===== config.mk =====
export PLATFORM = sky130hd
export DESIGN_NAME = dma_rd_ctrl
export DESIGN_NICKNAME = d
export VERILOG_FILES = /design/src/rtl/dma_rd_pkg.sv /design/src/rtl/dma_seg.sv /design/src/rtl/dma_cpl.sv /design/src/rtl/dma_link_acct.sv /design/src/rtl/dma_rd_ctrl.sv
export SDC_FILE = /design/constraint.sdc
export NUM_CORES = 1
export LEC_CHECK = 0
export ABC_AREA = 1
export CELL_PAD_IN_SITES_DETAIL_PLACEMENT = 1
export CELL_PAD_IN_SITES_GLOBAL_PLACEMENT = 1
export CORE_MARGIN = 2
export CORE_UTILIZATION = 24
export CTS_CLUSTER_SIZE = 20
export DETAILED_ROUTE_END_ITERATION = 12
export GPL_TIMING_DRIVEN = 0
export PLACE_DENSITY = 0.6
export SYNTH_ARGS = -nofsm -noshare
export SYNTH_HDL_FRONTEND = slang
export SYNTH_SLANG_ARGS = --single-unit
export TNS_END_PERCENT = 100

===== constraint.sdc =====
create_clock -name clk -period 5.4 [get_ports clk]
set_input_delay 1.08 -clock clk [delete_from_list [all_inputs] [get_ports clk]]
set_output_delay 1.08 -clock clk [all_outputs]
set_load 0.005 [all_outputs]

===== src/rtl/dma_rd_pkg.sv =====
package dma_rd_pkg;

    typedef enum logic [1:0] {
        ST_IDLE = 2'd0,
        ST_BUSY = 2'd1,
        ST_DONE = 2'd2,
        ST_ERR  = 2'd3
    } dma_st_e;

    typedef enum logic [1:0] {
        EC_NONE    = 2'd0,
        EC_BADLEN  = 2'd1,
        EC_OVERLAP = 2'd2,
        EC_NODATA  = 2'd3
    } dma_err_e;

endpackage


===== src/rtl/dma_seg.sv =====
// Request segmenter: walks address and remaining length in payload-sized steps.
module dma_seg #(
    parameter int ADDR_W  = 32,
    parameter int LEN_W   = 16,
    parameter int MAX_PLD = 128,
    parameter int PLD_W   = 8
) (
    input  logic              clk,
    input  logic              rst,
    input  logic              load,
    input  logic [ADDR_W-1:0] load_addr,
    input  logic [LEN_W-1:0]  load_len,
    input  logic              active,
    input  logic              req_ready,
    output logic              req_valid,
    output logic [ADDR_W-1:0] req_addr,
    output logic [PLD_W-1:0]  req_len,
    output logic              fire
);

    typedef struct packed {
        logic [ADDR_W-1:0] addr;
        logic [LEN_W-1:0]  remain;
    } seg_t;

    seg_t s_d, s_q;

    always_comb begin
        req_valid = active && (s_q.remain != '0);
        req_addr  = s_q.addr;
        if (s_q.remain > LEN_W'(MAX_PLD)) begin
            req_len = PLD_W'(MAX_PLD);
        end else begin
            req_len = s_q.remain[PLD_W-1:0];
        end
        fire = req_valid && req_ready;

        s_d = s_q;
        if (load) begin
            s_d.addr   = load_addr;
            s_d.remain = load_len;
        end else if (fire) begin
            s_d.addr   = s_q.addr + ADDR_W'(MAX_PLD);
            s_d.remain = s_q.remain - LEN_W'(req_len);
        end
    end

    always_ff @(posedge clk) begin
        if (rst) begin
            s_q <= '0;
        end else begin
            s_q <= s_d;
        end
    end

endmodule


===== src/rtl/dma_cpl.sv =====
// Completion accounting and local write port.
module dma_cpl #(
    parameter int LEN_W  = 16,
    parameter int DATA_W = 32
) (
    input  logic              clk,
    input  logic              rst,
    input  logic              clear,
    input  logic              active,
    input  logic              block,
    input  logic              cpl_valid,
    input  logic              cpl_nodata,
    input  logic [DATA_W-1:0] cpl_data,
    input  logic [LEN_W-1:0]  xfer_len,
    output logic              wr_en,
    output logic [LEN_W-1:0]  wr_off,
    output logic [DATA_W-1:0] wr_data,
    output logic              last_beat,
    output logic              nodata_hit
);

    localparam int BEAT_BYTES = DATA_W / 8;

    typedef struct packed {
        logic [LEN_W-1:0]  rcv;
        logic              wen;
        logic [LEN_W-1:0]  off;
        logic [DATA_W-1:0] data;
    } cpl_t;

    cpl_t c_d, c_q;
    logic accept;
    logic [LEN_W:0] rcv_next;

    always_comb begin
        accept     = active && !block && cpl_valid && !cpl_nodata;
        nodata_hit = active && !block && cpl_valid && cpl_nodata;
        rcv_next   = {1'b0, c_q.rcv} + (LEN_W+1)'(BEAT_BYTES);
        last_beat  = accept && (rcv_next == {1'b0, xfer_len});

        c_d     = c_q;
        c_d.wen = 1'b0;
        if (clear) begin
            c_d.rcv = '0;
        end else if (accept) begin
            c_d.wen  = 1'b1;
            c_d.off  = c_q.rcv;
            c_d.data = cpl_data;
            c_d.rcv  = rcv_next[LEN_W-1:0];
        end
    end

    always_ff @(posedge clk) begin
        if (rst) begin
            c_q <= '0;
        end else begin
            c_q <= c_d;
        end
    end

    assign wr_en   = c_q.wen;
    assign wr_off  = c_q.off;
    assign wr_data = c_q.data;

endmodule


===== src/rtl/dma_link_acct.sv =====
// Link occupancy accounting: header and payload beats kept apart.
module dma_link_acct #(
    parameter int LEN_W     = 16,
    parameter int PLD_W     = 8,
    parameter int HDR_BEATS = 2,
    parameter int BEAT_SH   = 2
) (
    input  logic             clk,
    input  logic             rst,
    input  logic             clear,
    input  logic             fire,
    input  logic [PLD_W-1:0] req_len,
    output logic [LEN_W-1:0] hdr_beats,
    output logic [LEN_W-1:0] pld_beats
);

    typedef struct packed {
        logic [LEN_W-1:0] hdr;
        logic [LEN_W-1:0] pld;
    } acct_t;

    acct_t a_d, a_q;
    logic [PLD_W-1:0] req_beats;

    always_comb begin
        req_beats = req_len >> BEAT_SH;
        a_d = a_q;
        if (clear) begin
            a_d = '0;
        end else if (fire) begin
            a_d.hdr = a_q.hdr + LEN_W'(HDR_BEATS);
            a_d.pld = a_q.pld + LEN_W'(req_beats);
        end
    end

    always_ff @(posedge clk) begin
        if (rst) begin
            a_q <= '0;
        end else begin
            a_q <= a_d;
        end
    end

    assign hdr_beats = a_q.hdr;
    assign pld_beats = a_q.pld;

endmodule


===== src/rtl/dma_rd_ctrl.sv =====
// DMA read controller top: state machine, error capture and sub-unit wiring.
module dma_rd_ctrl
    import dma_rd_pkg::*;
#(
    parameter int ADDR_W    = 32,
    parameter int LEN_W     = 16,
    parameter int DATA_W    = 32,
    parameter int MAX_PLD   = 128,
    parameter int HDR_BYTES = 8,
    parameter int PLD_W     = $clog2(MAX_PLD + 1)
) (
    input  logic              clk,
    input  logic              rst,
    input  logic              start_i,
    input  logic [ADDR_W-1:0] start_addr_i,
    input  logic [LEN_W-1:0]  start_len_i,
    output logic              req_valid_o,
    input  logic              req_ready_i,
    output logic [ADDR_W-1:0] req_addr_o,
    output logic [PLD_W-1:0]  req_len_o,
    input  logic              cpl_valid_i,
    input  logic              cpl_nodata_i,
    input  logic [DATA_W-1:0] cpl_data_i,
    output logic              wr_en_o,
    output logic [LEN_W-1:0]  wr_off_o,
    output logic [DATA_W-1:0] wr_data_o,
    output logic              idle_o,
    output logic              busy_o,
    output logic              done_o,
    output logic              done_pulse_o,
    output logic              error_o,
    output logic [1:0]        err_cause_o,
    output logic [LEN_W-1:0]  hdr_beats_o,
    output logic [LEN_W-1:0]  pld_beats_o
);

    localparam int BEAT_BYTES = DATA_W / 8;
    localparam int BEAT_SH    = $clog2(BEAT_BYTES);
    localparam int HDR_BEATS  = HDR_BYTES / BEAT_BYTES;

    typedef struct packed {
        dma_st_e          st;
        dma_err_e         cause;
        logic [LEN_W-1:0] len;
        logic             pulse;
    } ctl_t;

    ctl_t r_d, r_q;

    logic len_ok;
    logic load;
    logic is_busy;
    logic seg_fire;
    logic last_beat;
    logic nodata_hit;

    always_comb begin
        len_ok  = (start_len_i != '0) && (start_len_i[BEAT_SH-1:0] == '0);
        is_busy = (r_q.st == ST_BUSY);
        load    = start_i && !is_busy && len_ok;

        r_d       = r_q;
        r_d.pulse = 1'b0;
        case (r_q.st)
            ST_BUSY: begin
                if (start_i) begin
                    r_d.st    = ST_ERR;
                    r_d.cause = EC_OVERLAP;
                end else if (nodata_hit) begin
                    r_d.st    = ST_ERR;
                    r_d.cause = EC_NODATA;
                end else if (last_beat) begin
                    r_d.st    = ST_DONE;
                    r_d.pulse = 1'b1;
                end
            end
            default: begin
                if (start_i) begin
                    if (len_ok) begin
                        r_d.st    = ST_BUSY;
                        r_d.cause = EC_NONE;
                        r_d.len   = start_len_i;
                    end else begin
                        r_d.st    = ST_ERR;
                        r_d.cause = EC_BADLEN;
                    end
                end
            end
        endcase
    end

    always_ff @(posedge clk) begin
        if (rst) begin
            r_q <= '{st: ST_IDLE, cause: EC_NONE, len: '0, pulse: 1'b0};
        end else begin
            r_q <= r_d;
        end
    end

    dma_seg #(
        .ADDR_W  (ADDR_W),
        .LEN_W   (LEN_W),
        .MAX_PLD (MAX_PLD),
        .PLD_W   (PLD_W)
    ) u_seg (
        .clk       (clk),
        .rst       (rst),
        .load      (load),
        .load_addr (start_addr_i),
        .load_len  (start_len_i),
        .active    (is_busy),
        .req_ready (req_ready_i),
        .req_valid (req_valid_o),
        .req_addr  (req_addr_o),
        .req_len   (req_len_o),
        .fire      (seg_fire)
    );

    dma_cpl #(
        .LEN_W  (LEN_W),
        .DATA_W (DATA_W)
    ) u_cpl (
        .clk        (clk),
        .rst        (rst),
        .clear      (load),
        .active     (is_busy),
        .block      (start_i),
        .cpl_valid  (cpl_valid_i),
        .cpl_nodata (cpl_nodata_i),
        .cpl_data   (cpl_data_i),
        .xfer_len   (r_q.len),
        .wr_en      (wr_en_o),
        .wr_off     (wr_off_o),
        .wr_data    (wr_data_o),
        .last_beat  (last_beat),
        .nodata_hit (nodata_hit)
    );

    dma_link_acct #(
        .LEN_W     (LEN_W),
        .PLD_W     (PLD_W),
        .HDR_BEATS (HDR_BEATS),
        .BEAT_SH   (BEAT_SH)
    ) u_acct (
        .clk       (clk),
        .rst       (rst),
        .clear     (load),
        .fire      (seg_fire),
        .req_len   (req_len_o),
        .hdr_beats (hdr_beats_o),
        .pld_beats (pld_beats_o)
    );

    assign idle_o       = (r_q.st == ST_IDLE);
    assign busy_o       = is_busy;
    assign done_o       = (r_q.st == ST_DONE);
    assign error_o      = (r_q.st == ST_ERR);
    assign err_cause_o  = r_q.cause;
    assign done_pulse_o = r_q.pulse;

endmodule


==> results by stage <==
Job:
- Across the run, the number of max-cap violations was 0.

Critical path:
- The standard cell with the maximum stage delay on the critical path is clkdlybuf4s50_1.
- Among cell families on the critical path, the largest total delay comes from buffers and inverters.
- The worst setup path is of the reg -> out kind.
- At the worst endpoint, the arrival time is 2490 ps.
- The type of element launching the critical path is a register.
- STA puts the critical path data required time at 4320 ps.
- Traced cell by cell, the critical path runs through nor2_1 > nand2_1 > nor2_2 > nand2_2 > buf_2 > inv_1 > nand2_1 > inv_1 > clkdlybuf4s50_1.
- In this run the worst path has a maximum fanout of 10.
- STA classifies the critical path endpoint as an output pin.
- The critical path buffer and inverter count is 4.
- For this run, the slowest stage of the critical path takes 520 ps.

Floorplanning:
- The effective utilization at floorplan is 24.3%.
- The floorplan step defined a die boundary enclosing 0.0376 mm2.
- The die is 194 um tall.
- For this design the top-level I/O count stands at 215.
- The region available for standard cell placement spans 0.0356 mm2.
- The floorplan step set the die width to 194 um.
- The count of standard-cell rows is 69.

Power and ir drop:
- Summed over all cells, the static leakage comes to 4.77 nW.
- Across the VDD grid, the largest voltage drop is 0.000227 V.
- Dividing total power by cell area gives a power density of 253 mW/mm2.

Routing:
- The routed length per instance is 16.8 um.
- The number of nets with antenna violations after detailed routing is 0.
- The length of the first detailed-routing pass in iterations is 4.
- The residual DRC count is 0.
- The via count is 8932.
- After detailed routing, the number of vias per cell comes to 4.56.
- Summed over all layers, the routed wires come to 32900 um.
- The violation count after the first detailed-route iteration is 380.

Logic synthesis:
- In this run, distinct cell masters in the synthesized netlist total 43.
- Synthesis produced 1250 cells.
- The per-instance average area after synthesis is 6.93 um2.
- The mapped netlist covers 0.00866 mm2.
- The number of warnings printed during yosys synthesis is 0.
- By area the synthesized netlist is led by dfxtp_1 37%, nand2_1 11%, buf_4 7.5%.
- The largest total area in the synthesized netlist belongs to dfxtp_1.
- Sequential cells were found to cover 37.2% of the synthesized design area.
- After synthesis, the largest area contributor takes up 37.2% of total cell area.
- After synthesis the netlist holds a flip-flop and latch count of 161.

Global routing:
- The number of global-route vias before repair came to 9183.
- The total congestion overflow after global routing is 0.
- Entering global routing, the biggest net connects 17 pins.
- The number of antenna violations at the first check in global routing is 4.
- The first-pass GRT wire length is 51500 um.
- In the global route stage, overall resource usage came out at 17.5%.

STA:
- After routing, the total negative slack on setup checks comes to 0 ps.
- After layout, the worst path uses 66.1% of the clock period.
- The final hold violation count came to 0.
- The number of pins with negative max-slew slack in the final report is 0.
- In this run the tightest slew margin relative to its limit is 45.3%.
- Setup repair after global routing left no endpoint under its margin.
- Clock skew on the completed layout was measured at 14.8 ps.
- The post-route minimum period is 3570 ps.
- Timing would allow up to 280 MHz.
- The actual slew at the worst max-slew pin is 820 ps.
- The setup violation total in the final timing report is 0.

Final layout:
- The fill cell instance count of the final layout is 4432.
- Leaving out fill and tap cells, the most frequent cell in the layout is nand2_1.
- The growth of design area from synthesis to finish is 38.1%.
- At the end of the flow, the number of nets in the layout was 1581.
- In the layout the commonest cells are 256 x nand2_1, 211 x clkdlybuf4s50_1, 167 x nor2_1.
- The post-route netlist has 11.0% of its cells at a drive strength greater than 1.
- Summing all non-filler instances in the final layout gives an area of 0.0120 mm2.

Place:
- The number of port buffers is 211.
- The congestion estimate from routability-driven global placement came to 0.849.
- The HPWL after detailed placement is 25300 um.
- The total cell area at the placement stage is 0.0114 mm2.

Clock network:
- Counting every sink on the clock net gives 161.
- Once the clock tree was built, the setup fixing pass inserted 0 buffers.
- Counting the buffers created by CTS gives 17.
- The longest clock path from root to sink contains 2 buffers.
- The H-tree was split into 4 levels.
- In this run the clock root is driven by a clkbuf_16.
- The later pin in the worst-skew pair is clocked with a latency of 450 ps.
- The CTS clock-pin slew for the worst setup and hold paths is 70 ps.
- The CTS tree is done.
- The quantity of hold-fixing buffers added after cts is 0.
- The post-cts gate resize count is 0.

Status:
- The run finished with clean final reports.

Worst hold path:
- The classification of the worst-slack hold path is reg -> reg.
power breakdown:
part	internal [W]	switching (W)
sequential	0.00123	0.0000417
clock	0.000700	0.000567
combinational	0.000232	0.000265
metal layers:
| metal | GRT usage (%) | wire [um] | up-vias |
|---|---|---|---|
| met5 | 0 | 0 | - |
| met4 | 6.40 | 728 | 0 |
| met3 | 3.03 | 1260 | 45 |
| met2 | 29.5 | 15600 | 172 |
| met1 | 22.4 | 15400 | 4211 |
| li1 | - | - | 4504 |
cell usage after synthesis, drive strengths merged:
| library cell | n |
|---|---|
| o211ai | 9 |
| clkbuf | 28 |
| nand3 | 70 |
| conb | 2 |
| o21a | 5 |
| nor4 | 9 |
| o221ai | 5 |
| nor2 | 175 |
| clkinv | 1 |
| o31ai | 1 |
| a21oi | 89 |
| buf | 106 |
| or2 | 4 |
| nor3b | 2 |
| nand2 | 262 |
| a211oi | 5 |
| fa | 1 |
| o311ai | 1 |
| o21ai | 100 |
| dfxtp | 161 |
| xor2 | 21 |
| o22ai | 11 |
| ha | 11 |
| o21bai | 3 |
| a21o | 2 |
| or3 | 1 |
| a31o | 1 |
| nand3b | 4 |
| xnor2 | 14 |
| o41ai | 2 |
| nor3 | 17 |
| a31oi | 9 |
| inv | 98 |
| nand4 | 20 |
registers in the layout (all words and copies together) (netlist names):
signal and count:
u_cpl.wr_data 32, u_seg.req_addr 32, r_q 18, u_acct.pld_beats 16
u_seg.s_q 16, u_acct.hdr_beats 15, u_cpl.c_q 14, u_cpl.wr_off 14
err_cause_o 2, done_pulse_o 1, u_cpl.wr_en 1
kinds of logic (layout without fill, tap and decap cells):
group                      Yosys count  count (layout)  share of synthesized area [%]
DFF                                161             161                           37.2
xor gates and xnor gates            35              35                           3.54
and+or+nand+nor                    564             564                           27.7
adders and majority gates           12              12                           1.82
AOI/OAI and AO/OA                  243             243                           15.4
other                                2               9                         0.0867
buffers and inverters              233             475                           14.2
through the flow:
stage / cells / power, W / setup slack, ps / util [%] / hold WS [ps]
after floorplan: 1253 / 0.00155 / 2770 / - / 416
after global placement: 1925 / 0.00179 / 1880 / 31.9 / 424
after detailed placement: 1925 / 0.00179 / 1810 / 31.9 / 430
after CTS: 1956 / 0.00308 / 1790 / 33.6 / 441
after global routing: 1960 / 0.00318 / 1580 / 33.6 / 474
final: 1960 / 0.00303 / 1830 / 33.6 / 436
final timing paths:
check / start / to / slack [ps] / cells past startpoint
max reg2reg: u_seg.s_q[12] / u_acct.pld_beats[12] / 2180 / 15
min reg2reg: r_q[1] / r_q[1] / 440 / 2
min: r_q[1] / r_q[1] / 440 / 2
max: u_seg.s_q[12] / req_len_o[5] / 1830 / 9
worst min-delay path, delay by kind of cell, from the launching register on:
kind / cells / cell delay (ps)
flops: 1 / 300
buf+inv: 1 / 60
simple gates: 1 / 40
layout make-up:
type                    count  area, um2  share of cell area [%]
multi-input cells         859       4220                    35.2
flip-flops and latches    161       3220                    26.9
repair buffers            211       2110                    17.7
plain buffers             134        860                    7.19
well taps                 461        577                    4.82
clock buffers              18        439                    3.67
inverters                  99        372                    3.11
clock inverters            13        153                    1.28
diodes                      4       10.0                  0.0837
No activity file was read; power rests on OpenSTA's default activity.
